--- src/rtl/chunk_pkg.sv ---
package chunk_pkg;

  typedef enum logic [1:0] {
    SZ_BYTE = 2'd0,
    SZ_HALF = 2'd1,
    SZ_WORD = 2'd2
  } sizeCode_e;

  typedef struct packed {
    logic load;
    logic advance;
  } ctrlStrobes_t;

endpackage

--- src/rtl/chunk_datapath.sv ---
module chunk_datapath
  import chunk_pkg::*;
#(
  parameter int ADDR_W = 32,
  parameter int CNT_W  = 32
) (
  input  logic              clk,
  input  logic              rstN,
  input  ctrlStrobes_t      strobes,
  input  logic [ADDR_W-1:0] reqOffset,
  input  logic [CNT_W-1:0]  reqCount,
  output logic [ADDR_W-1:0] chunkAddr,
  output logic [1:0]        chunkSize,
  output logic              reqZero,
  output logic              lastChunk
);

  logic [ADDR_W-1:0] offsetQ;
  logic [CNT_W-1:0]  remQ;
  logic [1:0]        alignCode;
  logic [1:0]        countCode;
  logic [1:0]        sizeCode;
  logic [2:0]        chunkBytes;

  // alignment limit: lowest set bit of offset, 4-byte bit forced on
  always_comb begin
    if (offsetQ[0])      alignCode = SZ_BYTE;
    else if (offsetQ[1]) alignCode = SZ_HALF;
    else                 alignCode = SZ_WORD;
  end

  // count limit: top set bit of remaining count, capped at 4 bytes
  always_comb begin
    if (|remQ[CNT_W-1:2]) countCode = SZ_WORD;
    else if (remQ[1])     countCode = SZ_HALF;
    else                  countCode = SZ_BYTE;
  end

  assign sizeCode   = (alignCode < countCode) ? alignCode : countCode;
  assign chunkBytes = 3'd1 << sizeCode;

  always_ff @(posedge clk) begin
    if (!rstN) begin
      offsetQ <= '0;
      remQ    <= '0;
    end else if (strobes.load) begin
      offsetQ <= reqOffset;
      remQ    <= reqCount;
    end else if (strobes.advance) begin
      offsetQ <= offsetQ + ADDR_W'(chunkBytes);
      remQ    <= remQ - CNT_W'(chunkBytes);
    end
  end

  assign chunkAddr = offsetQ;
  assign chunkSize = sizeCode;
  assign reqZero   = (reqCount == '0);
  assign lastChunk = (remQ == CNT_W'(chunkBytes));

endmodule

--- src/rtl/chunk_control.sv ---
module chunk_control
  import chunk_pkg::*;
(
  input  logic         clk,
  input  logic         rstN,
  input  logic         reqValid,
  input  logic         reqZero,
  input  logic         chunkReady,
  input  logic         chunkErr,
  input  logic         lastChunk,
  output logic         reqReady,
  output logic         chunkValid,
  output logic         doneValid,
  output logic         doneErr,
  output ctrlStrobes_t strobes
);

  typedef enum logic [1:0] {
    ST_IDLE  = 2'd0,
    ST_ISSUE = 2'd1,
    ST_DONE  = 2'd2
  } state_e;

  state_e stateQ, stateD;
  logic   errQ, errD;
  logic   takeReq, takeChunk;

  assign takeReq   = (stateQ == ST_IDLE) && reqValid;
  assign takeChunk = (stateQ == ST_ISSUE) && chunkReady;

  always_comb begin
    stateD = stateQ;
    errD   = errQ;
    unique case (stateQ)
      ST_IDLE: begin
        errD = 1'b0;
        if (reqValid) stateD = reqZero ? ST_DONE : ST_ISSUE;
      end
      ST_ISSUE: begin
        if (chunkReady) begin
          if (chunkErr) begin
            errD   = 1'b1;
            stateD = ST_DONE;
          end else if (lastChunk) begin
            stateD = ST_DONE;
          end
        end
      end
      ST_DONE:  stateD = ST_IDLE;
      default:  stateD = ST_IDLE;
    endcase
  end

  always_ff @(posedge clk) begin
    if (!rstN) begin
      stateQ <= ST_IDLE;
      errQ   <= 1'b0;
    end else begin
      stateQ <= stateD;
      errQ   <= errD;
    end
  end

  assign strobes.load    = takeReq;
  assign strobes.advance = takeChunk && !chunkErr;
  assign reqReady        = (stateQ == ST_IDLE);
  assign chunkValid      = (stateQ == ST_ISSUE);
  assign doneValid       = (stateQ == ST_DONE);
  assign doneErr         = (stateQ == ST_DONE) && errQ;

endmodule

--- src/rtl/chunk_splitter.sv ---
module chunk_splitter
  import chunk_pkg::*;
#(
  parameter int ADDR_W = 32,
  parameter int CNT_W  = 32
) (
  input  logic              clk,
  input  logic              rstN,
  input  logic              reqValid,
  output logic              reqReady,
  input  logic [ADDR_W-1:0] reqOffset,
  input  logic [CNT_W-1:0]  reqCount,
  output logic              chunkValid,
  input  logic              chunkReady,
  input  logic              chunkErr,
  output logic [ADDR_W-1:0] chunkAddr,
  output logic [1:0]        chunkSize,
  output logic              doneValid,
  output logic              doneErr
);

  ctrlStrobes_t strobes;
  logic         reqZero;
  logic         lastChunk;

  chunk_control ctrl_i (
    .clk        (clk),
    .rstN       (rstN),
    .reqValid   (reqValid),
    .reqZero    (reqZero),
    .chunkReady (chunkReady),
    .chunkErr   (chunkErr),
    .lastChunk  (lastChunk),
    .reqReady   (reqReady),
    .chunkValid (chunkValid),
    .doneValid  (doneValid),
    .doneErr    (doneErr),
    .strobes    (strobes)
  );

  chunk_datapath #(.ADDR_W(ADDR_W), .CNT_W(CNT_W)) dp_i (
    .clk       (clk),
    .rstN      (rstN),
    .strobes   (strobes),
    .reqOffset (reqOffset),
    .reqCount  (reqCount),
    .chunkAddr (chunkAddr),
    .chunkSize (chunkSize),
    .reqZero   (reqZero),
    .lastChunk (lastChunk)
  );

endmodule

--- config.mk ---
export PLATFORM = sky130hd
export DESIGN_NAME = chunk_splitter
export DESIGN_NICKNAME = d
export VERILOG_FILES = /design/src/rtl/chunk_pkg.sv /design/src/rtl/chunk_datapath.sv /design/src/rtl/chunk_control.sv /design/src/rtl/chunk_splitter.sv
export SDC_FILE = /design/constraint.sdc
export NUM_CORES = 1
export LEC_CHECK = 0
export ABC_CLOCK_PERIOD_IN_PS = 5100
export BUFFER_PORTS_ARGS = -buffer_cell sky130_fd_sc_hd__buf_2
export CORE_MARGIN = 3
export CORE_UTILIZATION = 53
export DETAILED_ROUTE_END_ITERATION = 16
export GPL_TIMING_DRIVEN = 0
export PLACE_DENSITY = 0.89
export REMOVE_ABC_BUFFERS = 1
export SLEW_MARGIN = 15
export SYNTH_ARGS = -nofsm -noshare
export SYNTH_HDL_FRONTEND = slang
export SYNTH_SLANG_ARGS = --single-unit
--- constraint.sdc ---
create_clock -name clk -period 5.1 [get_ports clk]
set_input_delay 1.02 -clock clk [delete_from_list [all_inputs] [get_ports clk]]
set_output_delay 1.02 -clock clk [all_outputs]
set_load 0.05 [all_outputs]
* Word level (Yosys, flattened, before mapping) *
Index checks and enable logic that the tools add are counted.

word-level totals
  flip-flop bits (word level) = 67
  bits of input ports = 69
  output and inout port bits = 38

cells by class
  add/sub/neg operators = 2
  order comparisons = 1
  eq/ne operators = 7
  shift-type cells = 1
  muxes and demuxes = 18
  reduce and logical (&&, ||, !) cells = 12

operators by type and width
  kind                 number
  $mux 32              4
  $add 32x3->32        1
  $eq 32x3->1          1
  $logic_not 32->1     1
  $sub 32x3->32        1
  $reduce_or 30->1     1
  $mux 2               9
  $reduce_and 3->1     2
  $logic_and 1x1->1    4
  $ne 2x1->1 const B   2
  $pmux 2 s2           1
  $reduce_bool 2->1    2
  $mux 1               3
  $ne 3x1->1 const B   1
  $shl 1x2->3 const A  1
  $eq 2x1->1 const B   1
  $eq 2x2->1 const B   1
  $logic_not 2->1      1
  $lt 2x2->1           1
  $ne 2x2->1 const B   1
  $pmux 1 s2           1
  $logic_not 1->1      1

* Logic depth before layout (Yosys ltp) *
  depth in word-level cells = 10
  mapped depth = 17
  gate-level depth less buffers = 16

* Cells and area by module *
Synthesis repeated with hierarchy kept, for this count alone.

unflattened totals
  cell total of the unflattened synthesis = 506
  area total of the unflattened synthesis = 4047.6 um^2

modules (own cells, without submodules)
  module          instances  cells an instance  area an instance (um^2)  seq. area each (um^2)
  chunk_datapath  1          487                3865.0                   1281.2
  chunk_control   1          19                 182.7                    60.1

* Worst setup path after synthesis *
No wires, ideal clock.

  path type = reg2reg
  from = register dp_i.remQ[5]
  to = register dp_i.offsetQ[31] (netlist: dp_i.chunkAddr[31])
  arrival = 4.505 ns
  slack = 0.475 ns
  cell stages (with the launch flop) = 17
  buffers on the path = 2
  cell sequence = dfxtp_1 -> or4_1 -> buf_2 -> nor4_4 -> nand2_1 -> nor3_2 -> ha_1 -> or4_1 -> o21ai_2 -> nor2b_1 -> ha_1 -> o211ai_1 -> or2_2 -> or3_1 -> clkbuf_1 -> o311a_1 -> o31a_1

on the way
  cells in the longest elaborated chain, start to end = 8

ends and longest elaborated chain
  what                      line                  source
  start: declaration        chunk_datapath.sv:19  logic [CNT_W-1:0] remQ;
  start signal: assignment  chunk_datapath.sv:48  remQ <= reqCount;
  start signal: assignment  chunk_datapath.sv:51  remQ <= remQ - CNT_W'(chunkBytes);
  $reduce_or 30->1 *        chunk_datapath.sv:34  if (|remQ[CNT_W-1:2]) countCode = SZ_WORD;
  $mux 2 *                  chunk_datapath.sv:34
  $lt 2x2->1                chunk_datapath.sv:39  assign sizeCode = (alignCode < countCode) ? alignCode : countCode;
  $mux 2 *                  chunk_datapath.sv:39
  net chunkSize[0]          chunk_splitter.sv:17  output logic [1:0] chunkSize,
  $shl 1x2->3 *             chunk_datapath.sv:40  assign chunkBytes = 3'd1 << sizeCode;
  $add 32x3->32 *           chunk_datapath.sv:50  offsetQ <= offsetQ + ADDR_W'(chunkBytes);
  $mux 32 *                 chunk_datapath.sv:49  end else if (strobes.advance) begin
  $mux 32 *                 chunk_datapath.sv:46  end else if (strobes.load) begin
  end signal: assignment    chunk_datapath.sv:47  offsetQ <= reqOffset;
  end signal: assignment    chunk_datapath.sv:50
  end: declaration          chunk_datapath.sv:18  logic [ADDR_W-1:0] offsetQ;

Mark *: on every way through the listed nets, which the timed path passes. The rest lies on a longest branch. The select of a mux whose other input is x is not followed.
A chain may end at the register's enable or synchronous reset.

* Worst setup path after layout *
  from = register dp_i.remQ[5]
  to = register dp_i.remQ[25]

on the way
  cells in the longest elaborated chain, start to end = 8

ends and longest elaborated chain
  what              line
  $reduce_or 30->1  chunk_datapath.sv:34
  $mux 2            chunk_datapath.sv:34
  $lt 2x2->1        chunk_datapath.sv:39
  $mux 2            chunk_datapath.sv:39
  $shl 1x2->3       chunk_datapath.sv:40
  $sub 32x3->32 *   chunk_datapath.sv:51
  $mux 32 *         chunk_datapath.sv:49
  $mux 32 *         chunk_datapath.sv:46

Every way passes the cells marked *; elsewhere a longest branch is shown, timed or not. The select of a mux whose other input is x is not followed.

==> flow_summary.toml <==
[status]
status = "finished clean"

[finish]
syn_to_final_growth_pct = 21.7
drive_above_1_share_pct = 24.5
layout.nets = 695
n_antenna_cell = 0

[floorplanning]
die_y_um = 93.9
initial_core_util_pct = 55.6
die_area_um2 = 8820
row_count = 31
io_pins = 107
floorplan.die.width_um = 93.9
core_region_area_um2 = 7370

[synthesis]
synth_edf_count = 0
ys_seq_elements = 67
seq_area_frac_synth_pct = 32.8
synth_area_um2 = 4100
synthArstFlopShare_pct = 0
syn_inst = 519
ys_types = 66
ys.flop_type = "dfxtp_1"
ys_warn_count = 0
syn-mean-instance-area_um2 = 7.89

[worst_setup_path]
required_ns = 5.39
r2r_setup_slack_ns = 0.20
critical_path.endpoint_type = "flop"
crit_type = "reg -> reg"
start_kind = "flop"
arrival_ns = 5.18
ff2ff_path_depth = 15
regToRegStartpoint = "dp_i.remQ[5]$_SDFFE_PN0P_"
cp-startpoint = "dp_i.remQ[5]$_SDFFE_PN0P_"
critical_path.max_fanout = 9

[place]
io_buffers = 106
post-place-ws_ns = -0.396
gp_congestion = 0.908
dp.final_hpwl_um = 9160

[hold_path]
hold_depth = 2
min_from = "dp_i.remQ[8]$_SDFFE_PN0P_"
hold_class = "reg -> reg"

[power]
internal_power_uw = 972
switching_share_pct = 39.1
power_density_nw_per_um2 = 320
leakagePower_nw = 1.92
switching_power_uw = 623
pwr-share-clk_pct = 26.5
p_seq_share_pct = 39.8
power_mw = 1.60
pwr-share-comb_pct = 33.8
vdd_drop_max_mv = 0.183

[routing]
drt_first_pass_iters = 7
vias = 4727
avgRoutedWirePerCell_um = 18.2
ant_nets = 0
drc = 0
routed_wl_um = 13100
drtIter0Drc = 358
via_per_inst = 6.57

[global_route]
grt_pass1_wl_um = 20900
grtUsageTotal_pct = 29.3
grt_max_degree = 57
grt_antenna_before_repair = 0
grt_overflow = 0
grt_pass1_vias = 4420

[timing]
period_share_pct = 96.0
drv_slew = 0
setup_slack_ns = 0.205
fin_skew_ns = 0.00622
worst_pin_slew_ns = 0.901
hold_viol_final = 0
tns_ns = 0
period_minus_slack_ns = 4.90
max_freq_mhz = 204
finalSetupViolations = 0
hold_slack_ns = 0.486
maxSlewHeadroom_pct = 39.9

[cts]
tritoncts = "done"
insertion_delay_ns = 0.35
clockRootBuffer = "clkbuf_8"
htreeDepth = 3
cts_buffers = 9
cts_sinks = 67
clk_pin_slew_worst_paths_ns = 0.07
clock_path_buffers = 2

[flow_run]
maxCapViolations = 0
-- per-layer routing --
metal  vias up  part of all wire [%]  global-route usage, %
met1      2210                    38                   36.2
met3        39                    11                   7.45
met4         0                   2.6                   11.1
met5         -                     0                      0
li1       2194                     -                      -
met2       284                    48                   49.0
-- cell type report --
type / instances / area (um^2)
clock buffer: 13 / 169
clock inverter: 2 / 10.0
fill: 645 / 2380
inverter: 11 / 41.3
multi-input combinational: 410 / 2650
sequential: 67 / 1340
tap: 99 / 124
timing repair buffer: 117 / 649
-- cells in the final DEF (no fill, tap or decap), types with 6 or more instances in the layout --
| cell | n |
|---|---|
| nand3_1 | 24 |
| dfxtp_1 | 67 |
| a22oi_1 | 7 |
| nand2_1 | 54 |
| inv_1 | 9 |
| nand4_1 | 12 |
| nor4_1 | 19 |
| ha_1 | 8 |
| xnor2_1 | 10 |
| buf_2 | 107 |
| or4_1 | 8 |
| o211ai_1 | 12 |
| nor2_1 | 38 |
| a31oi_1 | 17 |
| o21ai_0 | 25 |
| or3_1 | 9 |
| o311a_1 | 6 |
| nor3_1 | 16 |
| o21a_1 | 7 |
| clkbuf_8 | 12 |
| a21oi_1 | 40 |
-- cell families (layout without fill, tap and decap cells) --
logic type / after synthesis / after routing / share of synthesized area [%]
compound gates: 162 / 162 / 26.8
xor+xnor: 11 / 11 / 2.35
fa+ha+maj: 10 / 10 / 3.42
buf+inv: 42 / 143 / 4.06
flops: 67 / 67 / 32.8
mux: 5 / 5 / 1.31
simple gates: 222 / 222 / 29.3
-- power by group through the flow --
stage / combinational (mW) / sequential, mW / clock [mW]
floorplan: 0.279 / 0.706 / 0
global placement: 0.479 / 0.637 / 0
detailed placement: 0.510 / 0.641 / 0
CTS: 0.518 / 0.630 / 0.425
global route: 0.580 / 0.641 / 0.448
finish: 0.539 / 0.634 / 0.422
-- critical path, cell delays in order (launching register included) --
cell	delay (ns)
dfxtp_1	0.38
or4_4	0.62
nor4_4	0.37
nand2_1	0.16
nor3_2	0.28
ha_1	0.27
or4_1	0.49
o21ai_2	0.13
nand2b_1	0.15
ha_1	0.32
and3b_1	0.27
a2111oi_4	0.34
buf_2	0.27
nand4_1	0.27
o2bb2a_1	0.37
a21oi_1	0.15
-- cells in the mapped netlist, types with 12 or more instances --
cell	n	share of area (%)
nand3_1	24	2.9
o21ai_0	25	3.1
nor2_1	39	3.6
a31oi_1	17	2.6
a21oi_1	40	4.9
dfxtp_1	67	33
nand2_1	54	4.9
o211ai_1	12	2.2
nor4_1	20	3.1
clkbuf_1	23	2.1
nor3_1	16	2.0
nand4_1	12	1.8
-- registers in the layout (all words and copies together) (netlist names) --
signal	cells
ctrl_i.errQ	1
dp_i.remQ	32
ctrl_i.stateQ	2
dp_i.chunkAddr	32
-- final timing paths --
check                                                   to
worst min register to register   dp_i.remQ[8]$_SDFFE_PN0P_
worst max register to register  dp_i.remQ[25]$_SDFFE_PN0P_
worst max-delay path            dp_i.remQ[25]$_SDFFE_PN0P_
worst min-delay path             dp_i.remQ[8]$_SDFFE_PN0P_
-- stage by stage --
step / instances / instance area (um^2) / util, %
2_1_floorplan: 488 / 3970 / -
3_3_place_gp: 693 / 4620 / 62.8
3_5_place_dp: 702 / 4760 / 64.6
4_1_cts: 718 / 4950 / 67.2
5_1_grt: 719 / 4980 / 67.6
6_report: 719 / 4980 / 67.6
-- what timing repair did --
action | in CTS | in global routing
setup endpoints to repair | 9 | 14
buffers inserted | 1 | 1
hold buffers | 0 | 0
gates resized for setup | 1 | 4
pin swaps | 1 | 1
endpoints found under the hold margin | 0 | 0
Power figures use the tool's default switching activity.
